--- src/rtl/mdio_wv_pkg.sv ---
package mdio_wv_pkg;
  typedef enum logic [1:0] {
    SQ_IDLE  = 2'd0,
    SQ_WRITE = 2'd1,
    SQ_READ  = 2'd2
  } seq_state_t;

  localparam logic [2:0] OFF_REGSEL = 3'd0;
  localparam logic [2:0] OFF_PHYSEL = 3'd1;
  localparam logic [2:0] OFF_DLO    = 3'd2;
  localparam logic [2:0] OFF_DHI    = 3'd3;
  localparam logic [2:0] OFF_CTRL   = 3'd4;
  localparam logic [2:0] OFF_STAT   = 3'd5;
  localparam logic [2:0] OFF_RBLO   = 3'd6;
  localparam logic [2:0] OFF_RBHI   = 3'd7;

  localparam logic [5:0] HAZARD_LOW6 = 6'h36;
  localparam int         FRAME_BITS  = 64;
  localparam logic [5:0] DRIVE_LAST  = 6'd45;
  localparam logic [5:0] DATA_FIRST  = 6'd48;
endpackage

--- src/rtl/mdio_wv_regs.sv ---
module mdio_wv_regs
  import mdio_wv_pkg::*;
#(
  parameter int              ADDR_W = 12,
  parameter logic [ADDR_W-1:0] BASE = 'hE80
) (
  input  logic              clk,
  input  logic              rst_n,
  input  logic              host_we,
  input  logic              host_re,
  input  logic [ADDR_W-1:0] host_addr,
  input  logic [7:0]        host_wdata,
  output logic [7:0]        host_rdata,
  input  logic              busy,
  input  logic              vfail_set,
  input  logic              rb_load,
  input  logic [15:0]       rb_val,
  output logic              launch,
  output logic              verify_en,
  output logic [15:0]       stage_data,
  output logic [4:0]        phy_addr,
  output logic [4:0]        reg_addr
);
  logic       hit;
  logic [2:0] off;
  logic       wr_regsel, wr_physel, wr_dlo, wr_dhi, wr_ctrl, wr_stat, cfg_wr;

  logic [4:0]  regsel_q, regsel_n, physel_q, physel_n;
  logic [7:0]  dlo_q, dlo_n, dhi_q, dhi_n;
  logic        verify_q, verify_n;
  logic        vfail_q, vfail_n, wwb_q, wwb_n, hazard_q, hazard_n, early_q, early_n;
  logic        lo_last_q, lo_last_n, pending_q, pending_n;
  logic [15:0] rb_q, rb_n;

  assign hit = (host_addr[ADDR_W-1:3] == BASE[ADDR_W-1:3]);
  assign off = host_addr[2:0];

  assign wr_regsel = host_we && hit && (off == OFF_REGSEL);
  assign wr_physel = host_we && hit && (off == OFF_PHYSEL);
  assign wr_dlo    = host_we && hit && (off == OFF_DLO);
  assign wr_dhi    = host_we && hit && (off == OFF_DHI);
  assign wr_ctrl   = host_we && hit && (off == OFF_CTRL);
  assign wr_stat   = host_we && hit && (off == OFF_STAT);
  assign cfg_wr    = wr_regsel || wr_physel || wr_dlo || wr_dhi;

  assign launch = wr_dhi && !busy && !lo_last_q;

  always_comb begin
    regsel_n  = regsel_q;
    physel_n  = physel_q;
    dlo_n     = dlo_q;
    dhi_n     = dhi_q;
    verify_n  = verify_q;
    rb_n      = rb_q;
    vfail_n   = vfail_q;
    wwb_n     = wwb_q;
    hazard_n  = hazard_q;
    early_n   = early_q;
    pending_n = pending_q;
    lo_last_n = wr_dlo && !busy;

    if (!busy) begin
      if (wr_regsel) regsel_n = host_wdata[4:0];
      if (wr_physel) physel_n = host_wdata[4:0];
      if (wr_dlo)    dlo_n    = host_wdata;
      if (launch)    dhi_n    = host_wdata;
    end
    if (wr_ctrl) verify_n = host_wdata[0];
    if (rb_load) rb_n = rb_val;

    if (wr_dlo && !busy) pending_n = 1'b1;
    else if (launch)     pending_n = 1'b0;

    if (wr_stat && host_wdata[1]) vfail_n = 1'b0;
    if (vfail_set)                vfail_n = 1'b1;
    if (wr_stat && host_wdata[2]) wwb_n = 1'b0;
    if (cfg_wr && busy)           wwb_n = 1'b1;
    if (wr_stat && host_wdata[3]) hazard_n = 1'b0;
    if (pending_q && (host_we || host_re) && (host_addr[5:0] == HAZARD_LOW6))
      hazard_n = 1'b1;
    if (wr_stat && host_wdata[4]) early_n = 1'b0;
    if (wr_dhi && !busy && lo_last_q) early_n = 1'b1;
  end

  always_ff @(posedge clk or negedge rst_n) begin
    if (!rst_n) begin
      regsel_q  <= '0;
      physel_q  <= '0;
      dlo_q     <= '0;
      dhi_q     <= '0;
      verify_q  <= 1'b0;
      rb_q      <= '0;
      vfail_q   <= 1'b0;
      wwb_q     <= 1'b0;
      hazard_q  <= 1'b0;
      early_q   <= 1'b0;
      pending_q <= 1'b0;
      lo_last_q <= 1'b0;
    end else begin
      regsel_q  <= regsel_n;
      physel_q  <= physel_n;
      dlo_q     <= dlo_n;
      dhi_q     <= dhi_n;
      verify_q  <= verify_n;
      rb_q      <= rb_n;
      vfail_q   <= vfail_n;
      wwb_q     <= wwb_n;
      hazard_q  <= hazard_n;
      early_q   <= early_n;
      pending_q <= pending_n;
      lo_last_q <= lo_last_n;
    end
  end

  always_comb begin
    host_rdata = 8'h00;
    if (hit) begin
      case (off)
        OFF_REGSEL: host_rdata = {3'b000, regsel_q};
        OFF_PHYSEL: host_rdata = {3'b000, physel_q};
        OFF_DLO:    host_rdata = dlo_q;
        OFF_DHI:    host_rdata = dhi_q;
        OFF_CTRL:   host_rdata = {7'b0, verify_q};
        OFF_STAT:   host_rdata = {3'b000, early_q, hazard_q, wwb_q, vfail_q, busy};
        OFF_RBLO:   host_rdata = rb_q[7:0];
        default:    host_rdata = rb_q[15:8];
      endcase
    end
  end

  assign verify_en  = verify_q;
  assign stage_data = {dhi_q, dlo_q};
  assign phy_addr   = physel_q;
  assign reg_addr   = regsel_q;

  // staged low byte is untouched by a write that arrives while busy
  p_stage_hold_r9: assert property (@(posedge clk) disable iff (!rst_n)
    (busy && host_we && hit && (off == OFF_DLO)) |=> $stable(dlo_q));

  // hazard flag stays set until software clears it
  p_hazard_sticky_r6: assert property (@(posedge clk) disable iff (!rst_n)
    (hazard_q && !(wr_stat && host_wdata[3])) |=> hazard_q);
endmodule

--- src/rtl/mdio_wv_ctl.sv ---
module mdio_wv_ctl
  import mdio_wv_pkg::*;
#(
  parameter int MAX_TRY = 3
) (
  input  logic        clk,
  input  logic        rst_n,
  input  logic        launch,
  input  logic        verify_en,
  input  logic [15:0] stage_data,
  input  logic        eng_done,
  input  logic [15:0] eng_rdata,
  output logic        eng_start,
  output logic        eng_rd,
  output logic        busy,
  output logic        vfail_set,
  output logic        rb_load
);
  localparam int TRY_W = $clog2(MAX_TRY + 1);

  seq_state_t       st_q, st_n;
  logic [TRY_W-1:0] tries_q, tries_n;
  logic             start_q, start_n, rd_q, rd_n;

  always_comb begin
    st_n      = st_q;
    tries_n   = tries_q;
    start_n   = 1'b0;
    rd_n      = rd_q;
    vfail_set = 1'b0;
    rb_load   = 1'b0;
    case (st_q)
      SQ_IDLE: if (launch) begin
        st_n    = SQ_WRITE;
        tries_n = TRY_W'(1);
        start_n = 1'b1;
        rd_n    = 1'b0;
      end
      SQ_WRITE: if (eng_done) begin
        if (verify_en) begin
          st_n    = SQ_READ;
          start_n = 1'b1;
          rd_n    = 1'b1;
        end else begin
          st_n = SQ_IDLE;
        end
      end
      SQ_READ: if (eng_done) begin
        rb_load = 1'b1;
        if (eng_rdata == stage_data) begin
          st_n = SQ_IDLE;
        end else if (tries_q == TRY_W'(MAX_TRY)) begin
          vfail_set = 1'b1;
          st_n      = SQ_IDLE;
        end else begin
          tries_n = tries_q + TRY_W'(1);
          st_n    = SQ_WRITE;
          start_n = 1'b1;
          rd_n    = 1'b0;
        end
      end
      default: st_n = SQ_IDLE;
    endcase
  end

  always_ff @(posedge clk or negedge rst_n) begin
    if (!rst_n) begin
      st_q    <= SQ_IDLE;
      tries_q <= '0;
      start_q <= 1'b0;
      rd_q    <= 1'b0;
    end else begin
      st_q    <= st_n;
      tries_q <= tries_n;
      start_q <= start_n;
      rd_q    <= rd_n;
    end
  end

  assign eng_start = start_q;
  assign eng_rd    = rd_q;
  assign busy      = (st_q != SQ_IDLE);

  // busy is visible the cycle after an accepted commit
  p_busy_fast_r4: assert property (@(posedge clk) disable iff (!rst_n)
    launch |=> busy);

  // the attempt count never exceeds the limit
  p_tries_bound_r8: assert property (@(posedge clk) disable iff (!rst_n)
    tries_q <= TRY_W'(MAX_TRY));
endmodule

--- src/rtl/mdio_wv_engine.sv ---
module mdio_wv_engine
  import mdio_wv_pkg::*;
#(
  parameter int DIV = 16
) (
  input  logic        clk,
  input  logic        rst_n,
  input  logic        start,
  input  logic        rd,
  input  logic [4:0]  phy_addr,
  input  logic [4:0]  reg_addr,
  input  logic [15:0] wdata,
  input  logic        mdio_i,
  output logic        mdc,
  output logic        mdio_o,
  output logic        mdio_oe,
  output logic        done,
  output logic [15:0] rdata
);
  localparam int HALF = DIV / 2;
  localparam int HC_W = (HALF > 1) ? $clog2(HALF) : 1;
  localparam int BC_W = $clog2(FRAME_BITS);

  logic                  sending_q, sending_n, rd_q, rd_n, mdc_q, mdc_n, tick;
  logic [FRAME_BITS-1:0] frame_q, frame_n;
  logic [BC_W-1:0]       bit_q, bit_n;
  logic [HC_W-1:0]       hc_q, hc_n;
  logic [15:0]           rsh_q, rsh_n;

  assign tick = sending_q && (hc_q == HC_W'(HALF - 1));

  always_comb begin
    sending_n = sending_q;
    rd_n      = rd_q;
    mdc_n     = mdc_q;
    frame_n   = frame_q;
    bit_n     = bit_q;
    hc_n      = hc_q;
    rsh_n     = rsh_q;
    done      = 1'b0;
    if (!sending_q) begin
      if (start) begin
        sending_n = 1'b1;
        rd_n      = rd;
        mdc_n     = 1'b0;
        bit_n     = '0;
        hc_n      = '0;
        frame_n   = {32'hFFFF_FFFF, 2'b01, rd ? 2'b10 : 2'b01, phy_addr, reg_addr,
                     2'b10, rd ? 16'hFFFF : wdata};
      end
    end else begin
      hc_n = tick ? '0 : hc_q + HC_W'(1);
      if (tick) begin
        if (!mdc_q) begin
          mdc_n = 1'b1;
          if (rd_q && (bit_q >= DATA_FIRST)) rsh_n = {rsh_q[14:0], mdio_i};
        end else begin
          mdc_n = 1'b0;
          if (bit_q == BC_W'(FRAME_BITS - 1)) begin
            sending_n = 1'b0;
            done      = 1'b1;
          end else begin
            bit_n   = bit_q + BC_W'(1);
            frame_n = {frame_q[FRAME_BITS-2:0], 1'b1};
          end
        end
      end
    end
  end

  always_ff @(posedge clk or negedge rst_n) begin
    if (!rst_n) begin
      sending_q <= 1'b0;
      rd_q      <= 1'b0;
      mdc_q     <= 1'b0;
      frame_q   <= '0;
      bit_q     <= '0;
      hc_q      <= '0;
      rsh_q     <= '0;
    end else begin
      sending_q <= sending_n;
      rd_q      <= rd_n;
      mdc_q     <= mdc_n;
      frame_q   <= frame_n;
      bit_q     <= bit_n;
      hc_q      <= hc_n;
      rsh_q     <= rsh_n;
    end
  end

  assign mdc     = mdc_q;
  assign mdio_o  = frame_q[FRAME_BITS-1];
  assign mdio_oe = sending_q && !(rd_q && (bit_q > DRIVE_LAST));
  assign rdata   = rsh_q;

  // with no frame in flight the lines are quiet
  p_idle_lines_r1: assert property (@(posedge clk) disable iff (!rst_n)
    !sending_q |-> (!mdc && !mdio_oe));

  // data never changes across a rising MDC edge
  p_stable_on_rise_r3: assert property (@(posedge clk) disable iff (!rst_n)
    $rose(mdc_q) |-> $stable(mdio_o));
endmodule

--- src/rtl/mdio_wv_seq.sv ---
module mdio_wv_seq
  import mdio_wv_pkg::*;
#(
  parameter int                ADDR_W  = 12,
  parameter logic [ADDR_W-1:0] BASE    = 'hE80,
  parameter int                DIV     = 16,
  parameter int                MAX_TRY = 3
) (
  input  logic              clk,
  input  logic              rst_n,
  input  logic              host_we,
  input  logic              host_re,
  input  logic [ADDR_W-1:0] host_addr,
  input  logic [7:0]        host_wdata,
  output logic [7:0]        host_rdata,
  output logic              mdc,
  output logic              mdio_o,
  output logic              mdio_oe,
  input  logic              mdio_i
);
  logic        rst_m, rst_s;
  logic        busy, vfail_set, rb_load, launch, verify_en;
  logic        eng_start, eng_rd, eng_done;
  logic [15:0] stage_data, eng_rdata;
  logic [4:0]  phy_addr, reg_addr;

  always_ff @(posedge clk or negedge rst_n) begin
    if (!rst_n) begin
      rst_m <= 1'b0;
      rst_s <= 1'b0;
    end else begin
      rst_m <= 1'b1;
      rst_s <= rst_m;
    end
  end

  mdio_wv_regs #(.ADDR_W(ADDR_W), .BASE(BASE)) u_regs (
    .clk(clk), .rst_n(rst_s), .host_we(host_we), .host_re(host_re),
    .host_addr(host_addr), .host_wdata(host_wdata), .host_rdata(host_rdata),
    .busy(busy), .vfail_set(vfail_set), .rb_load(rb_load), .rb_val(eng_rdata),
    .launch(launch), .verify_en(verify_en), .stage_data(stage_data),
    .phy_addr(phy_addr), .reg_addr(reg_addr)
  );

  mdio_wv_ctl #(.MAX_TRY(MAX_TRY)) u_ctl (
    .clk(clk), .rst_n(rst_s), .launch(launch), .verify_en(verify_en),
    .stage_data(stage_data), .eng_done(eng_done), .eng_rdata(eng_rdata),
    .eng_start(eng_start), .eng_rd(eng_rd), .busy(busy),
    .vfail_set(vfail_set), .rb_load(rb_load)
  );

  mdio_wv_engine #(.DIV(DIV)) u_eng (
    .clk(clk), .rst_n(rst_s), .start(eng_start), .rd(eng_rd),
    .phy_addr(phy_addr), .reg_addr(reg_addr), .wdata(stage_data),
    .mdio_i(mdio_i), .mdc(mdc), .mdio_o(mdio_o), .mdio_oe(mdio_oe),
    .done(eng_done), .rdata(eng_rdata)
  );
endmodule

--- config.mk ---
export PLATFORM = sky130hd
export DESIGN_NAME = mdio_wv_seq
export DESIGN_NICKNAME = d
export VERILOG_FILES = /design/src/rtl/mdio_wv_pkg.sv /design/src/rtl/mdio_wv_regs.sv /design/src/rtl/mdio_wv_ctl.sv /design/src/rtl/mdio_wv_engine.sv /design/src/rtl/mdio_wv_seq.sv
export SDC_FILE = /design/constraint.sdc
export NUM_CORES = 1
export LEC_CHECK = 0
export CORE_AREA = 4 4 128 130
export DETAILED_ROUTE_END_ITERATION = 12
export DIE_AREA = 0 0 132 134
export HOLD_SLACK_MARGIN = 0.05
export PLACE_DENSITY_LB_ADDON = 0.25
export SYNTH_ARGS = -nofsm -noshare
export SYNTH_HDL_FRONTEND = slang
export SYNTH_SLANG_ARGS = --single-unit
--- constraint.sdc ---
create_clock -name clk -period 11.3 [get_ports clk]
set_input_delay 1.695 -clock clk [delete_from_list [all_inputs] [get_ports clk]]
set_output_delay 1.695 -clock clk [all_outputs]
set_load 0.005 [all_outputs]
; Word-level counts from Yosys, hierarchy flattened
; Cells that the tools add are included.
[classes]
addsub = 3
n_lt_le_gt_ge = 2
eq_ne = 23
muxes = 70
n_bitwise = 3
n_reduce_logical = 51
[ops]
columns = op, count
row1 = $mux W64, 5
row2 = $pmux W8 S7, 1
row3 = $mux W1, 41
row4 = $mux W6, 5
row5 = $logic_and A1 B1 Y1, 22
row6 = $mux W2, 9
row7 = $ne A2 B2 Y1 const B, 9
row8 = $eq A16 B16 Y1, 1
row9 = $mux W16, 1
row10 = $reduce_bool A2 Y1, 8
row11 = $eq A3 B3 Y1 const B, 4
row12 = $eq A6 B6 Y1 const B, 2
row13 = $reduce_and A2 Y1, 6
row14 = $eq A9 B9 Y1 const B, 1
row15 = $mux W3, 3
row16 = $mux W8, 1
row17 = $reduce_and A4 Y1, 2
row18 = $reduce_and A7 Y1, 1
row19 = $add A6 B1 Y6 const B, 1
row20 = $eq A3 B2 Y1 const B, 2
row21 = $ge A6 B6 Y1 const B, 1
row22 = $gt A6 B6 Y1 const B, 1
row23 = $pmux W1 S3, 2
row24 = $pmux W2 S3, 1
row25 = 14 further kinds, 22
[word_totals]
regBits = 149
in_bits = 25
out_inout_bits = 11
word_cells = 177

; Depth between registers and ports, before layout
[depth]
depth_word = 8
ltp_mapped = 9

; By module
; From an unflattened synthesis, not the netlist that was laid out.
[hier_totals]
cells_unflattened = 652
area_unflattened_um2 = 6964.2
[modules_own_cells]
columns = module, n_inst, cells_each, area_each_um2
row1 = mdio_wv_engine, 1, 388, 3926.3
row2 = mdio_wv_regs, 1, 199, 2408.6
row3 = mdio_wv_ctl, 1, 62, 575.6
row4 = mdio_wv_seq, 1, 3, 53.8

; Worst setup path before layout
; No wires, ideal clock.
[synth_timing]
path_type = input-to-output
from = input host_addr[4]
to = output host_rdata[5]
arrival_time_ps = 2988
required_ps = 9605
setup_slack_ps = 6617
stages = 6
cell_sequence = or3_1 -> or4_4 -> buf_6 -> inv_1 -> nand2_1 -> a211oi_1
[synth_between]
elab_chain_len = 2
[synth_rtl]
columns = item, line_no
row1 = start: declaration, mdio_wv_seq.sv:13  ; input logic [ADDR_W-1:0] host_addr,
row2 = $eq A9 B9 Y1, mdio_wv_regs.sv:35  ; assign hit = (host_addr[ADDR_W-1:3] == BASE[ADDR_W-1:3]);
row3 = $mux W8, mdio_wv_regs.sv:117  ; if (hit) begin
row4 = end: declaration, mdio_wv_seq.sv:15  ; output logic [7:0] host_rdata,
; No other way between the ends.

; Worst setup path in the final report
[layout_timing]
from = input host_addr[0]
to = output host_rdata[2]
[layout_between]
elab_chain_len = 3
word_cells_on_any_way = 9
cone_classes = eq/ne: 6 / mux: 2 / reduce/logical: 1
[layout_rtl]
columns = item, line_no
row1 = $eq A3 B3 Y1 (tied with other cells), mdio_wv_regs.sv:118  ; case (off)
row2 = $pmux W8 S7 (*), mdio_wv_regs.sv:118
row3 = $mux W8 (*), mdio_wv_regs.sv:117
; Mark *: on every way between the ends. The rest lies on a longest branch, timed or not.

==> Flow_metrics.wiki <==
{| class="wikitable"
! Metric !! Value
|-
| Outcome || finished, final reports clean
|-
| Slowest cell on crit path || sky130_fd_sc_hd__clkdlybuf4s50_1
|-
| Dominant register cell in the synthesized netlist || sky130_fd_sc_hd__dfrtp_1
|-
| Clock Sinks || 149
|-
| Number of antenna-violating nets in the routed design || 0
|-
| Total of hold buffers inserted after clock tree synthesis || 0
|-
| Worst Reg2Reg Path Length in Cells || 6
|-
| Fraction of post-synthesis cell area in the top cell type by area || 54.90%
|-
| Worst-Margin Slew || approximately 1.2 ns
|-
| Synth warnings || 0
|-
| Signed area change from the synthesized netlist to the final layout || 16.41%
|-
| List of cells traversed by the critical path || clkdlybuf4s50_1, nand2_1, o21ai_0, o21a_1, nor2_1, clkdlybuf4s50_1
|-
| Cell taking the most area after synthesis || sky130_fd_sc_hd__dfrtp_1
|-
| Cell count after synthesis || 647
|-
| Worst-case clock buffer depth || 2
|-
| Number of buffers created by CTS || 17
|-
| Area of the mapped netlist || 6792 sq um
|-
| Cell with the most instances after synthesis || sky130_fd_sc_hd__dfrtp_1
|-
| Worst path arrival time || around 4.5 ns
|-
| ANT cells || 0
|-
| IO buf count || 35
|-
| Main area contributors after synthesis || sky130_fd_sc_hd__dfrtp_1 (55%), sky130_fd_sc_hd__mux2_2 (9.0%), sky130_fd_sc_hd__o21ai_0 (5.0%)
|-
| Logic pwr share || ~5.7%
|-
| Final critical path time including I/O delays and setup || around 6.2 ns
|-
| Number of setup violations in the final report || 0
|-
| Net Sw Frac || 22.42%
|-
| Delay of the slowest cell on the worst path || around 1.3 ns
|-
| TritonRoute pass-1 iters || 5
|-
| Placer's final routability congestion estimate || 0.8388
|-
| Clock share of power || around 49%
|-
| Clock insertion delay at the later pin of the skew report || approximately 0.42 ns
|-
| Final non-filler cell total || 874
|-
| Cell occurring most often along the worst timing path || sky130_fd_sc_hd__clkdlybuf4s50_1
|-
| Fillcell total || 1340
|-
| Final Skew || about 0.011 ns
|-
| Number of maximum-capacitance violations || 0
|-
| Cell internal power dissipation || approximately 930 uW
|-
| Worst hold margin || between 0.3 and 0.4 ns
|-
| Pin count of the biggest net entering global routing || approximately 80
|-
| Detailed-placement wirelength estimate || roughly 10000 um
|-
| Max rail drop VDD || approximately 110 uV
|-
| DRC marker count from the first detailed-route iteration || between 300 and 400
|-
| First-pass GRT wire length || roughly 25000 um
|-
| Final Max Slew Viols || 0
|-
| Ranking of synthesized cells by instance count || sky130_fd_sc_hd__dfrtp_1 (149), sky130_fd_sc_hd__nor2_1 (90), sky130_fd_sc_hd__nand2_1 (84)
|-
| Vias per Instance || 5.546
|-
| Maximum clock frequency || 0.1620 GHz
|-
| Via count of the first global-routing pass || 4770
|-
| Psw || 267.6 uW
|-
| Post-CTS setup-driven buffer insertion count || 0
|-
| Category of the most critical setup path || input port to primary output
|-
| Setup TNS || 0 ns
|-
| Global route total overflow || 0
|-
| Hold Vio Cnt, Final || 0
|-
| Fin nets || 708
|-
| Aggregate routed wire length || 14670 um
|-
| Height of the chip || 134 um
|-
| Sequential share of power || 45.9%
|-
| Overall via count from detail_route || 4847
|-
| Post-synthesis net count || ~680
|-
| Root Driver || sky130_fd_sc_hd__clkbuf_16
|-
| Proportion of synthesized chip area in sequential cells || a little over half
|-
| Power density normalized to cell area || ~150 nW/um^2
|-
| Fraction of synthesis flops using an asynchronous set or reset pin || 100.0%
|-
| Relative slew slack || ~20%
|-
| Standard cell core area || between 15000 and 20000 sq um
|-
| GRT Overall Usage || between 10% and 20%
|-
| DIE WIDTH || 132 um
|-
| Crit path setup slack, layout || between 5 and 6 ns
|-
| Utilization of the core after routing || roughly 52%
|-
| Flip-flop and latch count after synthesis || 149
|-
| Number of antenna violations at the first check in global routing || 0
|-
| Distinct cells, synth || 46
|-
| Average wire per standard cell || roughly 17 um
|-
| Boundary Pins || 36
|-
| Total DRC errors in the routed layout || 0
|-
| Area enclosed by the die boundary || 17690 sq um
|-
| Crit path launch type || input port
|-
| EDFF count, synth || 0
|-
| Place WS || about 5 ns
|-
| Mean area per synthesized cell || between 10 and 15 sq um
|-
| Worst-path maximum fanout || 31
|-
| TritonCTS clock tree || done
|-
| RSZ-0062 raised after global routing || false
|-
| Number of cells in the design after placement || roughly 840
|-
| Starting utilization of the core area || 44.84%
|-
| Path category of the worst min-delay check || flop to asynchronous set/reset pin
|-
| Layout cell share with drive strength beyond 1 || 14.87%
|-
| # H-tree levels || 4
|-
| Worst path required time || about 9.6 ns
|-
| Standard-cell row count || 45
|-
| Critical Path Sink Type || primary output
|-
| Static leakage || ~3.5 nW
|-
| Clock-pin slew on the worst setup and hold paths || roughly 0.060 ns
|-
| Fraction of the cycle the final worst path needs || a little over half
|-
| # resized after CTS || 0
|}
-- path summary, 6_finish.rpt --
kind	from	endpoint	slack [ns]
min in group clk	rst_m	rst_s	0.35
setup reg to reg	u_eng.sending_q	u_eng.frame_q[23]	8.34
setup / recovery	host_addr[0]	host_rdata[2]	5.13
hold / removal	rst_s	u_eng.frame_q[13]	0.30
hold reg to reg	rst_s	u_eng.frame_q[13]	0.30
max in group asynchronous	rst_n	rst_s	9.73
-- routing by layer --
metal	routed length, um	global-route usage (%)
met5	0	0
met4	333	6.359
met3	514	4.014
met2	6969	27.51
met1	6855	24.13
-- power groups by stage --
stage / Clock [mW] / Combinational [mW] / Sequential [mW]
after detailed placement: 0 / 0.0671 / 0.557
final: 0.579 / 0.0675 / 0.547
after global placement: 0 / 0.0641 / 0.557
after global routing: 0.615 / 0.0755 / 0.549
after floorplan: 0 / 0.0401 / 0.560
after CTS: 0.590 / 0.0675 / 0.548
-- registers in the layout, summed over array words and instances, names as in the netlist, 2 cells and up --
signal           cells
u_eng.rdata         16
u_regs.dhi_q         8
u_eng.frame_q       64
u_ctl.tries_q        2
u_eng.bit_q          6
u_regs.rb_q         16
u_ctl.st_q           2
u_regs.reg_addr      5
u_eng.hc_q           3
u_regs.dlo_q         8
u_regs.phy_addr      5
-- per-stage QoR --
step / instance area [sq um] / power [mW]
after global routing: 7906 / 1.240
after floorplan: 6792 / 0.6002
after global placement: 7300 / 0.6207
after detailed placement: 7300 / 0.6244
final: 7906 / 1.193
after CTS: 7906 / 1.205
-- final cells by class --
type                    instances  area, sq um  share of cell area [%]
clock buffers                  21        460.4                   5.824
clock inverters                11        146.4                   1.852
inverters                      15        56.30                  0.7121
multi-input cells             449         2880                   36.43
flip-flops and latches        149         3732                   47.21
well taps                     188        235.2                   2.975
repair buffers                 41        395.4                   5.001
-- cell usage in the layout (no fill, tap or decap), types with 3 or more instances in the layout --
cell type and count:
sky130_fd_sc_hd__clkbuf_16 17, sky130_fd_sc_hd__a221oi_1 3, sky130_fd_sc_hd__ha_1 10, sky130_fd_sc_hd__dfrtp_1 148, sky130_fd_sc_hd__nor4_1 5, sky130_fd_sc_hd__a22oi_1 3
sky130_fd_sc_hd__o31ai_1 4, sky130_fd_sc_hd__clkinv_2 3, sky130_fd_sc_hd__inv_1 15, sky130_fd_sc_hd__clkdlybuf4s50_1 35, sky130_fd_sc_hd__a31oi_1 5, sky130_fd_sc_hd__a211oi_1 11
sky130_fd_sc_hd__bufinv_16 3, sky130_fd_sc_hd__mux4_2 3, sky130_fd_sc_hd__nor2_1 90, sky130_fd_sc_hd__nand3_1 6, sky130_fd_sc_hd__nand2_1 84, sky130_fd_sc_hd__buf_4 6
sky130_fd_sc_hd__mux2_2 54, sky130_fd_sc_hd__nor2b_1 6, sky130_fd_sc_hd__nor3_1 5, sky130_fd_sc_hd__o22ai_1 18, sky130_fd_sc_hd__nand2b_1 6, sky130_fd_sc_hd__inv_6 3
sky130_fd_sc_hd__nand4_1 8, sky130_fd_sc_hd__mux2i_1 12, sky130_fd_sc_hd__o21ai_0 68, sky130_fd_sc_hd__xor2_1 21
-- logic make-up after synthesis --
logic type	count (synthesis)	synth area share [%]
compound gates	126	11.48
xor+xnor	21	2.708
fa+ha+maj	10	1.842
buf+inv	49	2.948
flops	149	54.90
mux	69	11.72
other cells	1	0.05522
simple gates	222	14.35
-- critical path: cells and delay by family --
kind	cells	cell delay, ns
buffers and inverters	2	1.71
AOI/OAI and AO/OA	2	0.45
and+or+nand+nor	2	0.62
(Power assumes the default switching activity.)
